==> config.mk <==
export PLATFORM = sky130hd
export DESIGN_NAME = stage_flow_ctrl
export DESIGN_NICKNAME = d
export VERILOG_FILES = /design/src/rtl/stage_flow_pkg.sv /design/src/rtl/stage_skid_fifo.sv /design/src/rtl/stage_flow_fsm.sv /design/src/rtl/stage_flow_ctrl.sv
export SDC_FILE = /design/constraint.sdc
export NUM_CORES = 1
export LEC_CHECK = 0
export CAP_MARGIN = 5
export CORE_MARGIN = 1.5
export CORE_UTILIZATION = 45
export CTS_BUF_LIST = sky130_fd_sc_hd__clkbuf_16
export DETAILED_ROUTE_END_ITERATION = 8
export PLACE_DENSITY = 0.72
export SLEW_MARGIN = 20
export SYNTH_ARGS = -nofsm -noshare
export SYNTH_HDL_FRONTEND = slang
export SYNTH_SLANG_ARGS = --single-unit
==> constraint.sdc <==
create_clock -name clk -period 2.35 [get_ports clk]
set_input_delay 0.47 -clock clk [delete_from_list [all_inputs] [get_ports clk]]
set_output_delay 0.47 -clock clk [all_outputs]
set_load 0.02 [all_outputs]
==> src/rtl/stage_flow_pkg.sv <==
package stage_flow_pkg;
  typedef enum logic [2:0] {
    ST_IDLE     = 3'd0,
    ST_RUNNING  = 3'd1,
    ST_BLOCKED  = 3'd2,
    ST_SQUASH   = 3'd3,
    ST_UNBLOCK  = 3'd4
  } stage_state_t;

  typedef struct packed {
    logic push;
    logic pop;
    logic flush;
  } skid_cmd_t;
endpackage

==> src/rtl/stage_skid_fifo.sv <==
module stage_skid_fifo
  import stage_flow_pkg::*;
#(
  parameter int DATA_W = 16,
  parameter int DEPTH  = 4
) (
  input  logic              clk,
  input  logic              rstN,
  input  skid_cmd_t         cmd,
  input  logic [DATA_W-1:0] wrData,
  output logic [DATA_W-1:0] headData,
  output logic              isEmpty,
  output logic              isFull,
  output logic              hasOne
);
  localparam int AW = (DEPTH > 1) ? $clog2(DEPTH) : 1;
  localparam int CW = $clog2(DEPTH + 1);
  localparam logic [AW-1:0] LAST = AW'(DEPTH - 1);

  logic [DATA_W-1:0] mem [DEPTH];
  logic [AW-1:0] wrPtr, rdPtr;
  logic [CW-1:0] count;

  function automatic logic [AW-1:0] bump(input logic [AW-1:0] p);
    return (p == LAST) ? '0 : p + 1'b1;
  endfunction

  always_ff @(posedge clk) begin
    if (!rstN || cmd.flush) begin
      wrPtr <= '0;
      rdPtr <= '0;
      count <= '0;
    end else begin
      if (cmd.push) wrPtr <= bump(wrPtr);
      if (cmd.pop)  rdPtr <= bump(rdPtr);
      case ({cmd.push, cmd.pop})
        2'b10:   count <= count + 1'b1;
        2'b01:   count <= count - 1'b1;
        default: count <= count;
      endcase
    end
  end

  always_ff @(posedge clk) begin
    if (cmd.push && !cmd.flush) mem[wrPtr] <= wrData;
  end

  assign headData = mem[rdPtr];
  assign isEmpty  = (count == '0);
  assign isFull   = (count == CW'(DEPTH));
  assign hasOne   = (count == CW'(1));

  // occupancy never exceeds DEPTH one cycle after a push
  p_count_bound_r11: assert property (@(posedge clk) disable iff (!rstN)
    1'b1 |=> (count <= CW'(DEPTH)));
endmodule

==> src/rtl/stage_flow_fsm.sv <==
module stage_flow_fsm
  import stage_flow_pkg::*;
(
  input  logic         clk,
  input  logic         rstN,
  input  logic         inValid,
  input  logic         commitStall,
  input  logic         commitSquash,
  input  logic         robSquash,
  input  logic         queueFull,
  input  logic         skidEmpty,
  input  logic         skidFull,
  input  logic         skidOne,
  output skid_cmd_t    cmd,
  output stage_state_t state,
  output logic         stallUp,
  output logic         outValid,
  output logic         selSkid,
  output logic         stopSquash
);
  stage_state_t nxt;
  logic flushReq;

  assign flushReq = commitSquash | robSquash;

  always_ff @(posedge clk) begin
    if (!rstN) state <= ST_IDLE;
    else       state <= nxt;
  end

  always_comb begin
    nxt        = state;
    cmd        = '0;
    stallUp    = 1'b0;
    outValid   = 1'b0;
    selSkid    = 1'b0;
    stopSquash = 1'b0;
    unique case (state)
      ST_IDLE, ST_RUNNING: begin
        if (commitStall) begin
          nxt      = ST_BLOCKED;
          cmd.push = inValid;
        end else if (flushReq) begin
          nxt       = ST_SQUASH;
          cmd.flush = 1'b1;
        end else if (inValid && queueFull) begin
          nxt      = ST_BLOCKED;
          cmd.push = 1'b1;
        end else begin
          outValid = inValid;
          if (inValid) nxt = ST_RUNNING;
        end
      end
      ST_BLOCKED: begin
        stallUp = 1'b1;
        if (flushReq) begin
          nxt       = ST_SQUASH;
          cmd.flush = 1'b1;
        end else begin
          cmd.push = inValid;
          if (!commitStall && !queueFull) nxt = ST_UNBLOCK;
        end
      end
      ST_UNBLOCK: begin
        stallUp = !skidEmpty;
        if (commitStall || (queueFull && !flushReq)) begin
          nxt      = ST_BLOCKED;
          cmd.push = inValid;
        end else if (flushReq) begin
          nxt       = ST_SQUASH;
          cmd.flush = 1'b1;
        end else begin
          cmd.push = inValid;
          if (!skidEmpty) begin
            cmd.pop  = 1'b1;
            outValid = 1'b1;
            selSkid  = 1'b1;
          end
          if ((skidEmpty || skidOne) && !inValid) nxt = ST_RUNNING;
        end
      end
      ST_SQUASH: begin
        if (!flushReq) begin
          nxt        = ST_RUNNING;
          stopSquash = 1'b1;
        end
      end
      default: nxt = ST_IDLE;
    endcase
  end

  p_no_overflow_r11: assert property (@(posedge clk) disable iff (!rstN)
    (cmd.push && !cmd.pop) |-> !skidFull);
  p_no_underflow_r11: assert property (@(posedge clk) disable iff (!rstN)
    cmd.pop |-> !skidEmpty);
  p_blocked_stall_r5: assert property (@(posedge clk) disable iff (!rstN)
    (state == ST_BLOCKED) |-> stallUp);
  p_hold_gate_r6: assert property (@(posedge clk) disable iff (!rstN)
    (state == ST_BLOCKED && !flushReq && (commitStall || queueFull)) |=> (state == ST_BLOCKED));
  p_squash_hold_r9: assert property (@(posedge clk) disable iff (!rstN)
    (state == ST_SQUASH && flushReq) |=> (state == ST_SQUASH));
  p_stop_pulse_r9: assert property (@(posedge clk) disable iff (!rstN)
    stopSquash |=> !stopSquash);
endmodule

==> src/rtl/stage_flow_ctrl.sv <==
module stage_flow_ctrl
  import stage_flow_pkg::*;
#(
  parameter int DATA_W     = 16,
  parameter int SKID_DEPTH = 4
) (
  input  logic              clk,
  input  logic              rstN,
  input  logic              inValid,
  input  logic [DATA_W-1:0] inData,
  input  logic              commitStall,
  input  logic              commitSquash,
  input  logic              robSquash,
  input  logic              queueFull,
  output logic              stallUp,
  output logic              outValid,
  output logic [DATA_W-1:0] outData,
  output logic [2:0]        status,
  output logic              stopSquash
);
  skid_cmd_t         cmd;
  stage_state_t      state;
  logic              skidEmpty, skidFull, skidOne, selSkid;
  logic [DATA_W-1:0] headData;

  stage_flow_fsm u_fsm (
    .clk(clk), .rstN(rstN), .inValid(inValid), .commitStall(commitStall),
    .commitSquash(commitSquash), .robSquash(robSquash), .queueFull(queueFull),
    .skidEmpty(skidEmpty), .skidFull(skidFull), .skidOne(skidOne),
    .cmd(cmd), .state(state), .stallUp(stallUp), .outValid(outValid),
    .selSkid(selSkid), .stopSquash(stopSquash)
  );

  stage_skid_fifo #(.DATA_W(DATA_W), .DEPTH(SKID_DEPTH)) u_skid (
    .clk(clk), .rstN(rstN), .cmd(cmd), .wrData(inData),
    .headData(headData), .isEmpty(skidEmpty), .isFull(skidFull), .hasOne(skidOne)
  );

  assign outData = selSkid ? headData : inData;
  assign status  = state;

  // a stall seen in an active state yields Blocked next cycle
  p_stall_enters_block_r3: assert property (@(posedge clk) disable iff (!rstN)
    ((status == 3'd0 || status == 3'd1) && commitStall) |=> (status == 3'd2));
  // nothing is output while flushing
  p_quiet_squash_r9: assert property (@(posedge clk) disable iff (!rstN)
    (status == 3'd3) |-> !outValid);
endmodule

==> results of run 1 <==
final timing paths:
check	slack, ps	start	endpoint	cells after the start
min reg2reg	520	u_skid.rdPtr[0]	register	2
max	50	register	outData[1]	4
min	520	u_skid.rdPtr[0]	register	2
max reg2reg	310	u_fsm.state[2]	u_skid.mem[2][11]	6
area by class of cell:
type	count	share of cell area, %
Clock inverter	7	2.099
Multi-Input combinational cell	117	25.06
Timing Repair Buffer	96	19.50
Inverter	7	0.5510
Sequential cell	76	45.47
Tap cell	99	2.598
Clock buffer	9	4.723
placed cells by master (no fill, tap or decap), drive strengths merged, types with 3 or more instances in the layout:
master / n
a21oi: 8
nor2: 15
edfxtp: 64
clkdlybuf4s50: 21
clkbuf: 9
nor2b: 4
nor3: 6
and2: 4
mux2: 16
buf: 69
dfxtp: 12
mux2i: 5
ha: 10
o211ai: 4
mux4: 16
o21a: 4
o21ai: 3
dlygate4sd2: 5
inv: 8
sequential cells by signal (all words and copies together) (netlist names), named ones only:
signal and flops:
u_skid.rdPtr 2, u_skid.wrPtr 2, u_skid.count 3, u_fsm.state 3, u_skid.mem 64
worst reg2reg max path, stage by stage, from the launching register on:
cell and delay [ps]:
dfxtp_1 340, or4b_4 550, a21oi_2 150, o31a_4 170
buf_4 130, and2_1 200, buf_4 200
power breakdown:
part	total [mW]	leakage, nW	switching [mW]	internal [mW]
clock network	1.46	0.154	0.525	0.936
logic	0.333	0.959	0.155	0.178
registers	1.51	0.681	0.0121	1.49
total	3.30	1.79	0.692	2.61
cells by family after synthesis:
| kind of cell | synth area share [%] |
|---|---|
| mux | 17.31 |
| buf+inv | 2.823 |
| simple gates | 6.454 |
| fa+ha+maj | 3.667 |
| xor+xnor | 0.7702 |
| compound gates | 5.611 |
| flops | 63.37 |
synth_stat cells, drive strengths merged:
library cell | count | area, µm²
nand2b | 2 | 12.51
nand4 | 1 | 6.260
ha | 10 | 125.1
xor2 | 2 | 17.52
xnor2 | 1 | 8.760
nor2 | 15 | 56.30
a21boi | 1 | 7.510
buf | 8 | 55.05
and2 | 4 | 25.02
o211a | 1 | 10.01
o21a | 4 | 30.03
inv | 7 | 26.27
or4b | 1 | 13.76
nand2 | 2 | 7.510
nand4b | 1 | 8.760
edfxtp | 64 | 1922
mux2 | 16 | 180.2
nor3 | 6 | 35.03
clkbuf | 4 | 15.01
nor2b | 4 | 25.02
o311a | 1 | 10.01
or3 | 2 | 12.51
a211oi | 1 | 7.510
mux2i | 5 | 50.05
o21ai | 3 | 15.01
o211ai | 4 | 30.03
nand3 | 2 | 10.01
o31ai | 1 | 7.510
a21oi | 8 | 47.55
o31a | 2 | 26.28
nor3b | 1 | 7.510
dfxtp | 12 | 240.2
mux4 | 16 | 360.4
timing repair:
action | 4_1_cts | 5_1_grt
buffers inserted | 2 | 2
gates resized for setup | 96 | 32
gates cloned | 2 | 0
setup endpoints to repair | 59 | 16
pin swaps | 3 | 0
layer usage:
layer / vias up / share of wire, %
met4: 0 / 1.5
li1: 1015 / -
met1: 1082 / 43
met2: 58 / 52
met5: - / 0
met3: 10 / 3.4
through the flow:
stage | setup WS [ps] | cells | TNS [ps] | utilization [%]
2_1_floorplan | 165.4 | 212 | 0 | -
3_3_place_gp | -456.6 | 389 | -28040 | 59.16
3_5_place_dp | -494.4 | 389 | -30070 | 59.16
4_1_cts | 3.438 | 409 | 0 | 63.80
5_1_grt | -1.595 | 411 | -1.595 | 65.39
6_report | 45.49 | 411 | 0 | 65.39
==> impl_metrics.ini, run 1 <==
[setup_path]
cp-end-kind = primary output
crit_path_max_incr_delay_ps = 530
critPathKind = register to primary output
path_buf_inv = 2
crit_family = multiplexers
cp_cell_sequence = buf_12 > mux4_2 > mux2_4 > buf_6
crit_arrival_ps = 1830
slowest_stage = mux4_2
path_max_fanout = 6
start_kind = register
required_ps = 1880

[synthesis]
synth_fp_nets = 245
synth-seq-cells = 76
ys_seq_area_share_pct = 63.37
ys_warn_count = 0
syn_area_per_cell_um2 = 16.09
syn_area_mm2 = 0.003412
syn-instance-count = 212
ys_types = 41

[placement]
dp_hpwl_mm = 4.550
io_buffers = 44
place_area_mm2 = 0.004314
gp_congestion = 0.8545

[floorplanning]
ios = 45
core_area_mm2 = 0.007292
fp.dieArea_mm2 = 0.008114
die_y_um = 90.08
rows = 31
die_x_um = 90.08
start_util_pct = 46.79

[clock_tree]
clk_pin_slew_ps = 60
hold_buffers = 0
clk_latency_ps = 320
cts_buffers = 9
htreeDepth = 3
cts-root-buf = clkbuf_16
clock-sinks = 76
cts_tree = done
cts_max_path_buffers = 2

[layout]
area_delta_synth_final_pct = 39.75
fill_cells = 544
n_antenna_cell = 0
register_area_mm2 = 0.002168
drive_gt1_share_pct = 40.38
final_cell_area_mm2 = 0.004768
fin_nets = 340
multiInputGateArea_mm2 = 0.001195

[global_routing]
grt_max_degree = 17
grt_pass1_vias = 2250
globalRouteOverflowTotal = 0
antenna_found_initial = 0
use_met1_pct = 23.13
grt_use_met2_pct = 31.76
grt_pass1_wl_mm = 11.46
groute.usage.overall_pct = 18.48
grtUsageMet3_pct = 3.723
gr-max-usage-layer = met2

[detailed_routing]
drc = 0
antenna_left = 0
vias = 2165
drt_wl_total_mm = 7.163
wire_per_inst_um = 17.43
viasPerCell = 5.268
first_pass_iters = 4
drt_iter0_drc = 63

[timing]
slew_viol_final = 0
final.setup_skew_ps = 4.446
hold_viol_final = 0
holdWs_ps = 520.2
slew_headroom_pct = 71.59
setup_violations = 0
period_share_pct = 98.06
tightest_slew_ps = 423.3
fmax_ghz = 0.4339
post-route-min-period_ps = 2305

[power]
powerDensity_mw_per_mm2 = 692.3
power_leakage_nw = 1.793
vdd_drop_max_uv = 384.4
power_mw = 3.301

[run]
max_cap_violations = 0

[run_status]
status = finished, final reports clean

[min_path]
hp-class = register to register
No activity file was read; power rests on OpenSTA's default activity.
==> run 2: changes to the inputs <==
CORE_UTILIZATION = 50   (was 45)
CTS_CLUSTER_SIZE = 12   (was not set)
PLACE_DENSITY = not set   (was 0.72)
PLACE_DENSITY_LB_ADDON = 0.3   (was not set)
==> run 2 against run 1 <==
The flow now finishes with violations (DRC); sequential cell count stayed put; core utilization is 7.0 points higher; combinational power barely moved; sequential power hardly changed; register-to-register slack got worse by 20 ps; worst setup slack gained 25 ps; sequential share of layout area up 0.85 points; largest cell class unchanged.
==> impl_metrics.ini, run 2 (synthesis gave the netlist of run 1 again) <==
[global_routing]
grt_pass1_vias = 2261
antenna_found_initial = 0
groute.usage.overall_pct = 20.46
grt_pass1_wl_mm = 11.10
globalRouteOverflowTotal = 0
grt_max_degree = 17

[power]
p_clk_share_pct = 39.6
internal-power_mw = 2.384
power_leakage_nw = 1.818
power.share.sequential_pct = 49.6
powerDensity_mw_per_mm2 = 650.9
p_switching_mw = 0.6590
vdd_drop_max_uv = 385.3
p_comb_share_pct = 10.9
switching_share_pct = 21.65

[placement]
gp_congestion = 0.8780
place_ws_ps = -505.5
io_buffers = 44
dp_hpwl_mm = 4.584
dp_cells = 371

[min_path]
worstHoldStart = u_skid.rdPtr[0]
hp-class = register to register
hold_depth = 2

[detailed_routing]
viasPerCell = 5.480
drc = 4
antenna_left = 0
drt_wl_total_mm = 6.815
drt_iter0_drc = 134
wire_per_inst_um = 17.30
first_pass_iters = 6
vias = 2159

[setup_path]
crit_family = buffers and inverters
crit-reg2reg-capture = u_skid.count[2]
r2r_slack_ps = 290
r2r_cells = 13
cp-end-kind = primary output
path_max_fanout = 7
r2r_start = u_skid.count[1]
path_buf_inv = 4
critPathKind = register to primary output
crit_arrival_ps = 1810
start_kind = register
crit_path_max_incr_delay_ps = 330
cp_cell_sequence = inv_2 > ha_4 > nand2b_1 > nand4_1 > buf_6 > buf_8 > mux2_2 > buf_2
required_ps = 1880
slowest_stage = dfxtp_2
cp.depth = 8

[layout]
drive_gt1_share_pct = 41.96
regMostFlops = u_skid.mem
layout.cells.non_filler = 394
n_antenna_cell = 0
final_cell_mix = 64 x edfxtp_1, 52 x buf_4, 21 x clkdlybuf4s50_1, 16 x mux4_2, 15 x nor2_1
final_common_cell = edfxtp_1
largest_register_ffs = 64
top_regs = u_skid.mem: 64 flops, u_fsm.state: 3 flops, u_skid.count: 3 flops
area_delta_synth_final_pct = 37.04
fin_nets = 345

[floorplanning]
fp.dieArea_mm2 = 0.007328
start_util_pct = 52.83
core_area_mm2 = 0.006459
rows = 29
die_y_um = 85.61
ios = 45
die_x_um = 85.61

[clock_tree]
cts-root-buf = clkbuf_16
cts_buffers = 9
cts_tree = done
clk_latency_ps = 330
htreeDepth = 3
cts_max_path_buffers = 2
clock-sinks = 76
clk_pin_slew_ps = 50

[timing]
slew_headroom_pct = 71.89
period_share_pct = 97.02
setup_violations = 0
post-route-min-period_ps = 2280
tightest_slew_ps = 418.9
rsz0062_at_grt = no
timing.final.ws_setup_ps = 70.11
final.setup_skew_ps = 5.010
fmax_ghz = 0.4386
slew_viol_final = 0
hold_viol_final = 0

[run]
max_cap_violations = 0

[run_status]
violations = DRC
status = finished, violations left
## run 2: cell types whose count changed in the layout (fill, tap and decap cells not counted), moves of 2 or more
cell,previous run,this run
buf_12,5,1
buf_4,44,52
bufinv_16,2,0
clkinv_2,1,4
clkinvlp_4,2,0
mux2_1,5,1
mux2_4,7,12
## run 2: power by group through the flow
| stage | registers, mW | logic [mW] | clock network [mW] |
|---|---|---|---|
| 6_report | 1.51 | 0.331 | 1.20 |
| 4_1_cts | 1.51 | 0.318 | 1.22 |
| 3_3_place_gp | 1.53 | 0.304 | 0 |
| 5_1_grt | 1.51 | 0.359 | 1.29 |
| 3_5_place_dp | 1.54 | 0.310 | 0 |
| 2_1_floorplan | 1.54 | 0.138 | 0 |
## run 2: how the worst max path moves through the flow
stage	from	end	slack, ps
detailed placement	queueFull	outData[2]	-510
finish	u_skid.count[1]	outData[7]	70
global route	u_skid.count[1]	outData[6]	7
CTS	u_skid.count[0]	outData[11]	0.4
global placement	queueFull	outData[11]	-470
floorplan	u_fsm.state[1]	u_skid.mem[0][0]	170
## run 2: timing repair
action	in CTS	in global routing
pin swaps	3	1
setup endpoints to repair	19	17
setup buffers	4	1
resized for setup	108	19
cloned	1	1
hold buffers	0	0
## run 2: worst reg2reg max path: stages, from the launching register on
cell,delay [ps]
dfxtp_2,340
inv_2,50
ha_4,150
nand2b_1,90
nand4_1,110
buf_6,150
buf_6,130
buf_4,140
inv_1,50
ha_1,200
mux2i_1,240
nor2_1,80
xnor2_1,140
nor2_1,60
## run 2: final cells by class
class                      count  area [µm²]
multi-input combinational    117        1214
fill                         423        1783
clock buffer                   9       225.2
clock inverter                 7       41.29
sequential                    76        2166
tap                           77       96.34
timing repair buffer         101       907.1
inverter                       7       26.28
## run 2: per-stage QoR
step	power, mW	setup TNS, ps	area (µm²)	hold slack (ps)	util, %
after floorplan	1.676	0	3412	458.9	-
after global placement	1.837	-21220	4267	472.9	66.06
after detailed placement	1.845	-22500	4267	487.9	66.06
after CTS	3.050	0	4593	496.9	71.12
after global routing	3.160	0	4676	516.0	72.39
final	3.043	0	4676	482.8	72.39
## run 2: metal layers
layer	part of all wire (%)	wire length, µm	track usage [%]	up-vias
met5	0	0	0	-
met3	4.9	337	5.582	10
met2	52	3538	34.79	61
li1	-	-	-	1026
met1	41	2809	25.31	1062
met4	1.9	130	7.185	0
